--- src/rtl/mac_shift_pkg.sv ---
package mac_shift_pkg;

  localparam int X_WIDTH    = 24;
  localparam int Y_WIDTH    = 13;
  localparam int ACC_WIDTH  = 26;
  localparam int FRAC_BITS  = 12;
  localparam int SAT_WIDTH  = 24;

  // Per-step strobes handed from control to datapath
  typedef struct packed {
    logic advance;   // execute the step
    logic scaleUp;   // double the accumulator on write-back
    logic saturate;  // clamp write-back to SAT_WIDTH signed range
    logic clearB;    // addend forced to zero
    logic negateB;   // addend negated
  } macCtrlT;

endpackage

--- src/rtl/mac_shift_ctrl.sv ---
module mac_shift_ctrl
  import mac_shift_pkg::*;
(
  input  logic       stepValid,
  input  logic [1:0] shiftMode,
  input  logic       negB,
  input  logic       zeroB,
  output macCtrlT    ctrl
);

  always_comb begin
    ctrl.advance  = stepValid;
    // codes 1 and 2 double, codes 0 and 1 clamp
    ctrl.scaleUp  = shiftMode[0] ^ shiftMode[1];
    ctrl.saturate = ~shiftMode[1];
    ctrl.clearB   = zeroB;
    ctrl.negateB  = negB & ~zeroB;
  end

endmodule

--- src/rtl/mac_shift_dp.sv ---
module mac_shift_dp
  import mac_shift_pkg::*;
#(
  parameter int X_W   = X_WIDTH,
  parameter int Y_W   = Y_WIDTH,
  parameter int ACC_W = ACC_WIDTH,
  parameter int FRAC  = FRAC_BITS,
  parameter int SAT_W = SAT_WIDTH
) (
  input  logic             clk,
  input  logic             rstN,
  input  macCtrlT          ctrl,
  input  logic [X_W-1:0]   xIn,
  input  logic [Y_W-1:0]   yIn,
  input  logic [ACC_W-1:0] bIn,
  output logic [ACC_W-1:0] accOut,
  output logic [ACC_W-1:0] shiftOut
);

  localparam int    PROD_W  = X_W + Y_W;
  localparam int    WIDE_W  = ACC_W + 1;
  localparam longint SAT_MAX = (longint'(1) << (SAT_W - 1)) - 1;
  localparam longint SAT_MIN = -(longint'(1) << (SAT_W - 1));

  logic [ACC_W-1:0] accReg;
  logic [ACC_W-1:0] shiftReg;

  // Multiply-add path
  logic signed [PROD_W-1:0] product;
  logic signed [PROD_W-1:0] productScaled;
  logic [ACC_W-1:0]         addend;
  logic [ACC_W-1:0]         accNext;

  always_comb begin
    product       = $signed(xIn) * $signed(yIn);
    productScaled = product >>> FRAC;
    if (ctrl.clearB)       addend = '0;
    else if (ctrl.negateB) addend = -bIn;
    else                   addend = bIn;
    accNext = productScaled[ACC_W-1:0] + addend;
  end

  // Write-back shifter on the previous accumulator
  logic signed [WIDE_W-1:0] accWide;
  logic signed [WIDE_W-1:0] accScaled;
  logic [ACC_W-1:0]         shiftNext;

  always_comb begin
    accWide   = $signed({accReg[ACC_W-1], accReg});
    accScaled = ctrl.scaleUp ? (accWide <<< 1) : accWide;
    shiftNext = accScaled[ACC_W-1:0];
    if (ctrl.saturate) begin
      if (longint'(accScaled) > SAT_MAX)      shiftNext = ACC_W'(SAT_MAX);
      else if (longint'(accScaled) < SAT_MIN) shiftNext = ACC_W'(SAT_MIN);
    end
  end

  always_ff @(posedge clk or negedge rstN) begin
    if (!rstN) begin
      accReg   <= '0;
      shiftReg <= '0;
    end else if (ctrl.advance) begin
      accReg   <= accNext;
      shiftReg <= shiftNext;
    end
  end

  assign accOut   = accReg;
  assign shiftOut = shiftReg;

endmodule

--- src/rtl/mac_shift_core.sv ---
module mac_shift_core
  import mac_shift_pkg::*;
#(
  parameter int X_W   = X_WIDTH,
  parameter int Y_W   = Y_WIDTH,
  parameter int ACC_W = ACC_WIDTH,
  parameter int FRAC  = FRAC_BITS,
  parameter int SAT_W = SAT_WIDTH
) (
  input  logic             clk,
  input  logic             rstN,
  input  logic             stepValid,
  input  logic [X_W-1:0]   xIn,
  input  logic [Y_W-1:0]   yIn,
  input  logic [ACC_W-1:0] bIn,
  input  logic [1:0]       shiftMode,
  input  logic             negB,
  input  logic             zeroB,
  output logic [ACC_W-1:0] accOut,
  output logic [ACC_W-1:0] shiftOut
);

  macCtrlT ctrl;

  mac_shift_ctrl ctrl_i (
    .stepValid (stepValid),
    .shiftMode (shiftMode),
    .negB      (negB),
    .zeroB     (zeroB),
    .ctrl      (ctrl)
  );

  mac_shift_dp #(
    .X_W   (X_W),
    .Y_W   (Y_W),
    .ACC_W (ACC_W),
    .FRAC  (FRAC),
    .SAT_W (SAT_W)
  ) dp_i (
    .clk      (clk),
    .rstN     (rstN),
    .ctrl     (ctrl),
    .xIn      (xIn),
    .yIn      (yIn),
    .bIn      (bIn),
    .accOut   (accOut),
    .shiftOut (shiftOut)
  );

endmodule

--- config.mk ---
export PLATFORM = sky130hd
export DESIGN_NAME = mac_shift_core
export DESIGN_NICKNAME = d
export VERILOG_FILES = /design/src/rtl/mac_shift_pkg.sv /design/src/rtl/mac_shift_ctrl.sv /design/src/rtl/mac_shift_dp.sv /design/src/rtl/mac_shift_core.sv
export SDC_FILE = /design/constraint.sdc
export NUM_CORES = 1
export LEC_CHECK = 0
export BUFFER_PORTS_ARGS = -buffer_cell sky130_fd_sc_hd__buf_2
export CAP_MARGIN = 20
export CORE_MARGIN = 3
export CORE_UTILIZATION = 35
export DETAILED_ROUTE_END_ITERATION = 6
export RECOVER_POWER = 50
export SETUP_SLACK_MARGIN = 0.2
export SKIP_CTS_REPAIR_TIMING = 1
export SYNTH_ARGS = -nofsm -noshare
export SYNTH_HDL_FRONTEND = slang
export SYNTH_HIERARCHICAL = 1
export SYNTH_SLANG_ARGS = --single-unit
--- constraint.sdc ---
create_clock -name clk -period 3.8 [get_ports clk]
set_input_delay 0.38 -clock clk [delete_from_list [all_inputs] [get_ports clk]]
set_output_delay 0.38 -clock clk [all_outputs]
set_load 0.01 [all_outputs]
==> impl_metrics.py, run 1 <==
metrics = {
    "logic_synthesis": {
        "synth_warnings": 6,
        "yosys-top-cells-area": "fa_1 (40%), ha_1 (9.6%), dfrtp_1 (9.1%)",
        "synth_edf_count": 0,
        "syn-cell-area_um2": 14300,
        "yosysMostFrequentCell": "fa_1",
        "synth_cells": 1569,
        "syn-num-nets": 2032,
        "synth_commonest_cells": "fa_1 (283), inv_1 (247), nand2_1 (199), and2_1 (118), ha_1 (110)",
        "ys_types": 54,
        "yosysSeqAreaShare_pct": 9.11,
        "synth-async-reset-ratio_pct": 100,
        "yosysTopAreaCell": "fa_1",
        "avgSynthCellArea_um2": 9.11,
        "synthFlopType": "dfrtp_1",
        "synth_seq_cells": 52,
        "synth_top_area_share_pct": 39.7,
    },
    "setup_path": {
        "path_max_fanout": 7,
        "crit_path_end_kind": "flop",
        "cp-start-kind": "primary input",
        "path_class": "primary input to flop",
        "rr_startpoint": "dp_i/accOut[22]$_DFFE_PN0P_",
        "arrival_ns": 7.36,
        "required_ns": 3.97,
        "crit_end": "dp_i/accOut[25]$_DFFE_PN0P_",
        "rrSetupSlack_ns": 1.84,
        "crit_start": "xIn[11]",
        "rr_endpoint": "dp_i/shiftOut[0]$_DFFE_PN0P_",
        "ff2ff_path_depth": 4,
    },
    "timing": {
        "tightest_slew_ns": 1.89,
        "slew_headroom_pct": -25.8,
        "finalHoldViolCount": 0,
        "max_freq_mhz": 139,
        "holdWs_ns": 0.215,
        "grt_setup_unrepaired": "true",
        "worst_slack_ns": -3.38,
        "final.setup_skew_ns": 0.00665,
        "timing.final.crit_share_pct": 189,
        "slew_viol_final": 36,
        "finalCriticalPeriod_ns": 7.18,
        "finalSetupViolCount": 26,
    },
    "die": {
        "die_w_um": 208,
        "dieArea_um2": 43300,
        "io_pins": 122,
        "num_rows": 73,
        "initial_core_util_pct": 35.7,
        "die_h_um": 208,
        "fp.coreArea_um2": 40000,
    },
    "cells_and_area": {
        "antenna_cells": 0,
        "fin_nets": 2361,
        "fillers": 3866,
        "drive_above_1_share_pct": 28.9,
        "area_growth_pct": 28.1,
        "layout.cells.non_filler": 2424,
        "utilization_pct": 45.7,
    },
    "clock_tree": {
        "cts_root_buffer": "clkbuf_16",
        "numCtsBuffers": 5,
        "cts_htree_levels": 2,
        "insertion_delay_ns": 0.29,
        "clock-sinks": 52,
        "tritoncts": "done",
        "clk_pin_slew_ns": 0.07,
        "cts_buffer_depth": 2,
    },
    "grt": {
        "antenna_found_initial": 2,
        "grt_pass1_vias": 13200,
        "grt_max_degree": 45,
        "grt_pass1_wl_um": 66400,
        "gr-total-overflow": 0,
        "track_usage_pct": 18.6,
    },
    "outcome": {
        "status": "finished with violations",
        "violations": "capacitance limit, slew limit, setup timing",
    },
    "job": {
        "maxCapViolCount": 1,
    },
    "detailed_routing": {
        "drc": 0,
        "final_antenna_net_count": 0,
        "drt_iter0_markers": 522,
        "num_vias": 11900,
        "routed_wirelength_um": 39600,
        "dr.pass1.iters": 5,
        "wire_per_inst_um": 16.3,
        "viasPerCell": 4.90,
    },
    "placement": {
        "dp_cells": 2406,
        "gp_congestion": 0.891,
        "io_buffers": 121,
        "pre_cts_ws_ns": -3.74,
        "dpl.hpwl_um": 33900,
    },
    "min_path": {
        "hp-class": "primary input to async pin",
    },
}
[state kept, by name (all words and copies together), names as in the netlist]
signal and flops:
dp_i/accOut 26, dp_i/shiftOut 26
[cells by family after synthesis]
family	count (synthesis)	share of synthesized area [%]
DFF	52	9.11
xor gates and xnor gates	76	4.76
adders and majority gates	393	49.3
AOI/OAI and AO/OA	204	8.80
buffers and inverters	321	8.51
and+or+nand+nor	478	16.0
muxes	45	3.54
[worst min path at each step]
stage	to	slack (ns)	cells past startpoint
floorplan	dp_i/accOut[0]$_DFFE_PN0P_	0.08	0
global placement	dp_i/shiftOut[2]$_DFFE_PN0P_	0.32	1
detailed placement	dp_i/shiftOut[2]$_DFFE_PN0P_	0.33	1
CTS	dp_i/shiftOut[8]$_DFFE_PN0P_	0.01	1
global route	dp_i/shiftOut[7]$_DFFE_PN0P_	0.26	1
finish	dp_i/shiftOut[7]$_DFFE_PN0P_	0.21	1
[layout make-up]
type | count | area, um2 | area share (%)
tap | 525 | 657 | 3.59
inverter | 249 | 936 | 5.11
clock inverter | 1 | 30.0 | 0.164
multi-input combinational | 1196 | 12400 | 67.9
clock buffer | 7 | 153 | 0.834
timing repair buffer | 394 | 2800 | 15.3
sequential | 52 | 1300 | 7.11
[cells in the final DEF (no fill, tap or decap), drive strengths merged, types with 6 or more instances in the layout]
cell type	instances
buf	372
fa	283
inv	247
nand2	199
and2	118
ha	110
nor2	89
a21oi	84
dfrtp	52
mux2	44
xor2	43
o21ai	37
xnor2	32
clkbuf	29
a21o	24
nand2b	17
o21a	9
nor3	9
nand4	8
o31ai	7
a31oi	7
or4	7
nor2b	6
nand3	6
[metal layers]
| metal | track usage [%] | wire (um) |
|---|---|---|
| met5 | 0 | 7 |
| met4 | 4.95 | 1190 |
| met3 | 1.58 | 1100 |
| met2 | 33.9 | 20500 |
| met1 | 23.8 | 16800 |
[stage by stage]
stage	TNS (ns)	instance area (um2)
3_5_place_dp	-84.44	17500
5_1_grt	-81.38	18300
4_1_cts	-77.15	17700
6_report	-75.40	18300
2_1_floorplan	-66.57	14600
3_3_place_gp	-82.99	17500
[worst max-delay path, cell delays in order]
cell and delay [ns]:
buf_2 0.18, buf_4 0.16, and2_1 0.19, fa_1 0.54, inv_1 0.05, fa_1 0.53, inv_1 0.06, fa_1 0.54
fa_1 0.45, fa_1 0.55, ha_1 0.23, ha_2 0.19, or4_4 0.56, or2_4 0.27, a31o_4 0.24, buf_6 0.12
xor2_2 0.13, ha_2 0.32, o21a_1 0.13, o21ai_2 0.08, nor3_4 0.26, a41oi_2 0.19, o311ai_2 0.30, a31o_2 0.22
a21oi_2 0.06, xor2_1 0.16, mux2_2 0.26
Power of run 1 is left out: the tool's default activity adds up to more than one toggle a clock period on the data nets, which glitch-free logic cannot reach.
==> inputs of run 2 (changes only) <==
--- a/config.mk
+++ b/config.mk
@@ -12,2 +12,3 @@
 export DETAILED_ROUTE_END_ITERATION = 6
+export PLACE_DENSITY = 0.55
 export RECOVER_POWER = 50
--- a/constraint.sdc
+++ b/constraint.sdc
@@ -3,2 +3,2 @@
 set_output_delay 0.38 -clock clk [all_outputs]
-set_load 0.01 [all_outputs]
+set_load 0.02 [all_outputs]
==> impl_metrics.py, run 2 (synthesized netlist as in run 1, its figures left out) <==
metrics = {
    "timing": {
        "final.setup_skew_ns": 0.00633,
        "worst_slack_ns": -3.33,
        "timing.final.crit_share_pct": 188,
        "finalSetupViolCount": 26,
        "finalCriticalPeriod_ns": 7.13,
        "finalHoldViolCount": 0,
        "grt_setup_unrepaired": "true",
        "tightest_slew_ns": 2.76,
        "max_freq_mhz": 140,
        "slew_headroom_pct": -84.1,
        "slew_viol_final": 53,
    },
    "grt": {
        "grt_max_degree": 53,
        "gr-total-overflow": 0,
        "grt_pass1_vias": 13000,
        "grt_pass1_wl_um": 66000,
        "track_usage_pct": 18.5,
        "antenna_found_initial": 0,
    },
    "clock_tree": {
        "cts_root_buffer": "clkbuf_16",
        "clock-sinks": 52,
        "clk_pin_slew_ns": 0.07,
        "cts_buffer_depth": 2,
        "numCtsBuffers": 5,
        "insertion_delay_ns": 0.29,
        "cts_htree_levels": 2,
        "tritoncts": "done",
    },
    "die": {
        "die_w_um": 208,
        "dieArea_um2": 43300,
        "fp.coreArea_um2": 40000,
        "die_h_um": 208,
        "io_pins": 122,
        "num_rows": 73,
        "initial_core_util_pct": 35.7,
    },
    "detailed_routing": {
        "drc": 0,
        "viasPerCell": 4.87,
        "final_antenna_net_count": 0,
        "dr.pass1.iters": 5,
        "drt_iter0_markers": 525,
        "wire_per_inst_um": 16.1,
        "routed_wirelength_um": 39000,
        "num_vias": 11800,
    },
    "setup_path": {
        "arrival_ns": 7.31,
        "path_class": "primary input to flop",
        "cp-start-kind": "primary input",
        "required_ns": 3.98,
        "path_max_fanout": 11,
        "crit_path_end_kind": "flop",
    },
    "job": {
        "maxCapViolCount": 1,
    },
    "cells_and_area": {
        "final_cell_mix": "fa_1 (281), buf_4 (252), inv_1 (245)",
        "fin_area_um2": 18100,
        "layout.cells.non_filler": 2415,
        "antenna_cells": 0,
        "area_growth_pct": 26.6,
        "drive_above_1_share_pct": 27.5,
        "fin_nets": 2352,
        "final_common_cell": "fa_1",
    },
    "placement": {
        "dpl.hpwl_um": 33700,
        "gp_congestion": 0.867,
        "io_buffers": 121,
        "pre_cts_ws_ns": -3.70,
        "dp_cells": 2398,
        "dpl_cell_area_um2": 17500,
    },
    "outcome": {
        "violations": "capacitance limit, slew limit, setup timing",
        "status": "finished with violations",
    },
    "min_path": {
        "hp-class": "flop to flop",
    },
}
-- run 2: changes by cell type in the layout (fill, tap and decap cells not counted), moves of 4 or more --
cell,change
buf_2,+10
buf_4,-9
buf_6,-7
clkbuf_4,-4
mux2_2,+6
mux2_4,-6
o21ai_1,+5
o21ai_2,-4
xnor2_1,+5
xnor2_2,-5
-- run 2: critical path, cell delays in order --
cell and delay [ns]:
buf_2 0.29, buf_4 0.20, nand2_1 0.07, fa_1 0.48
fa_1 0.60, fa_1 0.46, fa_1 0.47, fa_1 0.55
inv_1 0.06, fa_1 0.50, ha_4 0.32, nand4_1 0.12
buf_4 0.16, nor2_1 0.10, o2111ai_2 0.18, a21oi_1 0.17
nand2b_1 0.15, xor2_1 0.16, ha_1 0.26, a21o_1 0.20
a21o_1 0.15, a21o_1 0.17, a31oi_2 0.21, o311ai_2 0.14
a31o_2 0.26, a21oi_2 0.14, xor2_1 0.08, mux2_4 0.26
-- run 2: per-layer routing --
| metal | track usage, % | vias up | part of all wire [%] |
|---|---|---|---|
| met5 | 0 | - | 0 |
| met3 | 1.54 | 49 | 2.5 |
| met2 | 34.6 | 159 | 53 |
| met4 | 3.81 | 0 | 2.2 |
| li1 | - | 5536 | - |
| met1 | 23.4 | 6019 | 42 |
-- run 2: final cells by class --
type,instances,area [um2]
fill,3967,21900
sequential,52,1300
inverter,249,936
tap,525,657
clock buffer,7,153
clock inverter,1,30.0
timing repair buffer,385,2700
multi-input combinational,1196,12300
-- run 2: final timing paths --
check	startpoint	to	slack, ns	cells past startpoint
setup / recovery	yIn[9]	dp_i/accOut[25]$_DFFE_PN0P_	-3.33	28
hold / removal	dp_i/shiftOut[21]$_DFFE_PN0P_	dp_i/shiftOut[21]$_DFFE_PN0P_	0.53	2
setup reg to reg	dp_i/accOut[22]$_DFFE_PN0P_	dp_i/shiftOut[22]$_DFFE_PN0P_	1.74	4
hold reg to reg	dp_i/shiftOut[21]$_DFFE_PN0P_	dp_i/shiftOut[21]$_DFFE_PN0P_	0.53	2
max in group asynchronous	rstN	dp_i/accOut[25]$_DFFE_PN0P_	1.17	2
min in group asynchronous	rstN	dp_i/shiftOut[8]$_DFFE_PN0P_	1.06	2
-- run 2: through the flow --
| stage | utilization (%) | hold WS (ns) | TNS, ns |
|---|---|---|---|
| floorplan | - | 0.0844 | -66.57 |
| finish | 45.2 | 0.529 | -73.23 |
| CTS | 44.2 | 0.224 | -76.01 |
| detailed placement | 43.7 | 0.512 | -83.40 |
| global placement | 43.7 | 0.503 | -81.84 |
| global route | 45.2 | 0.559 | -80.31 |
Power of run 2 is left out for the same reason.
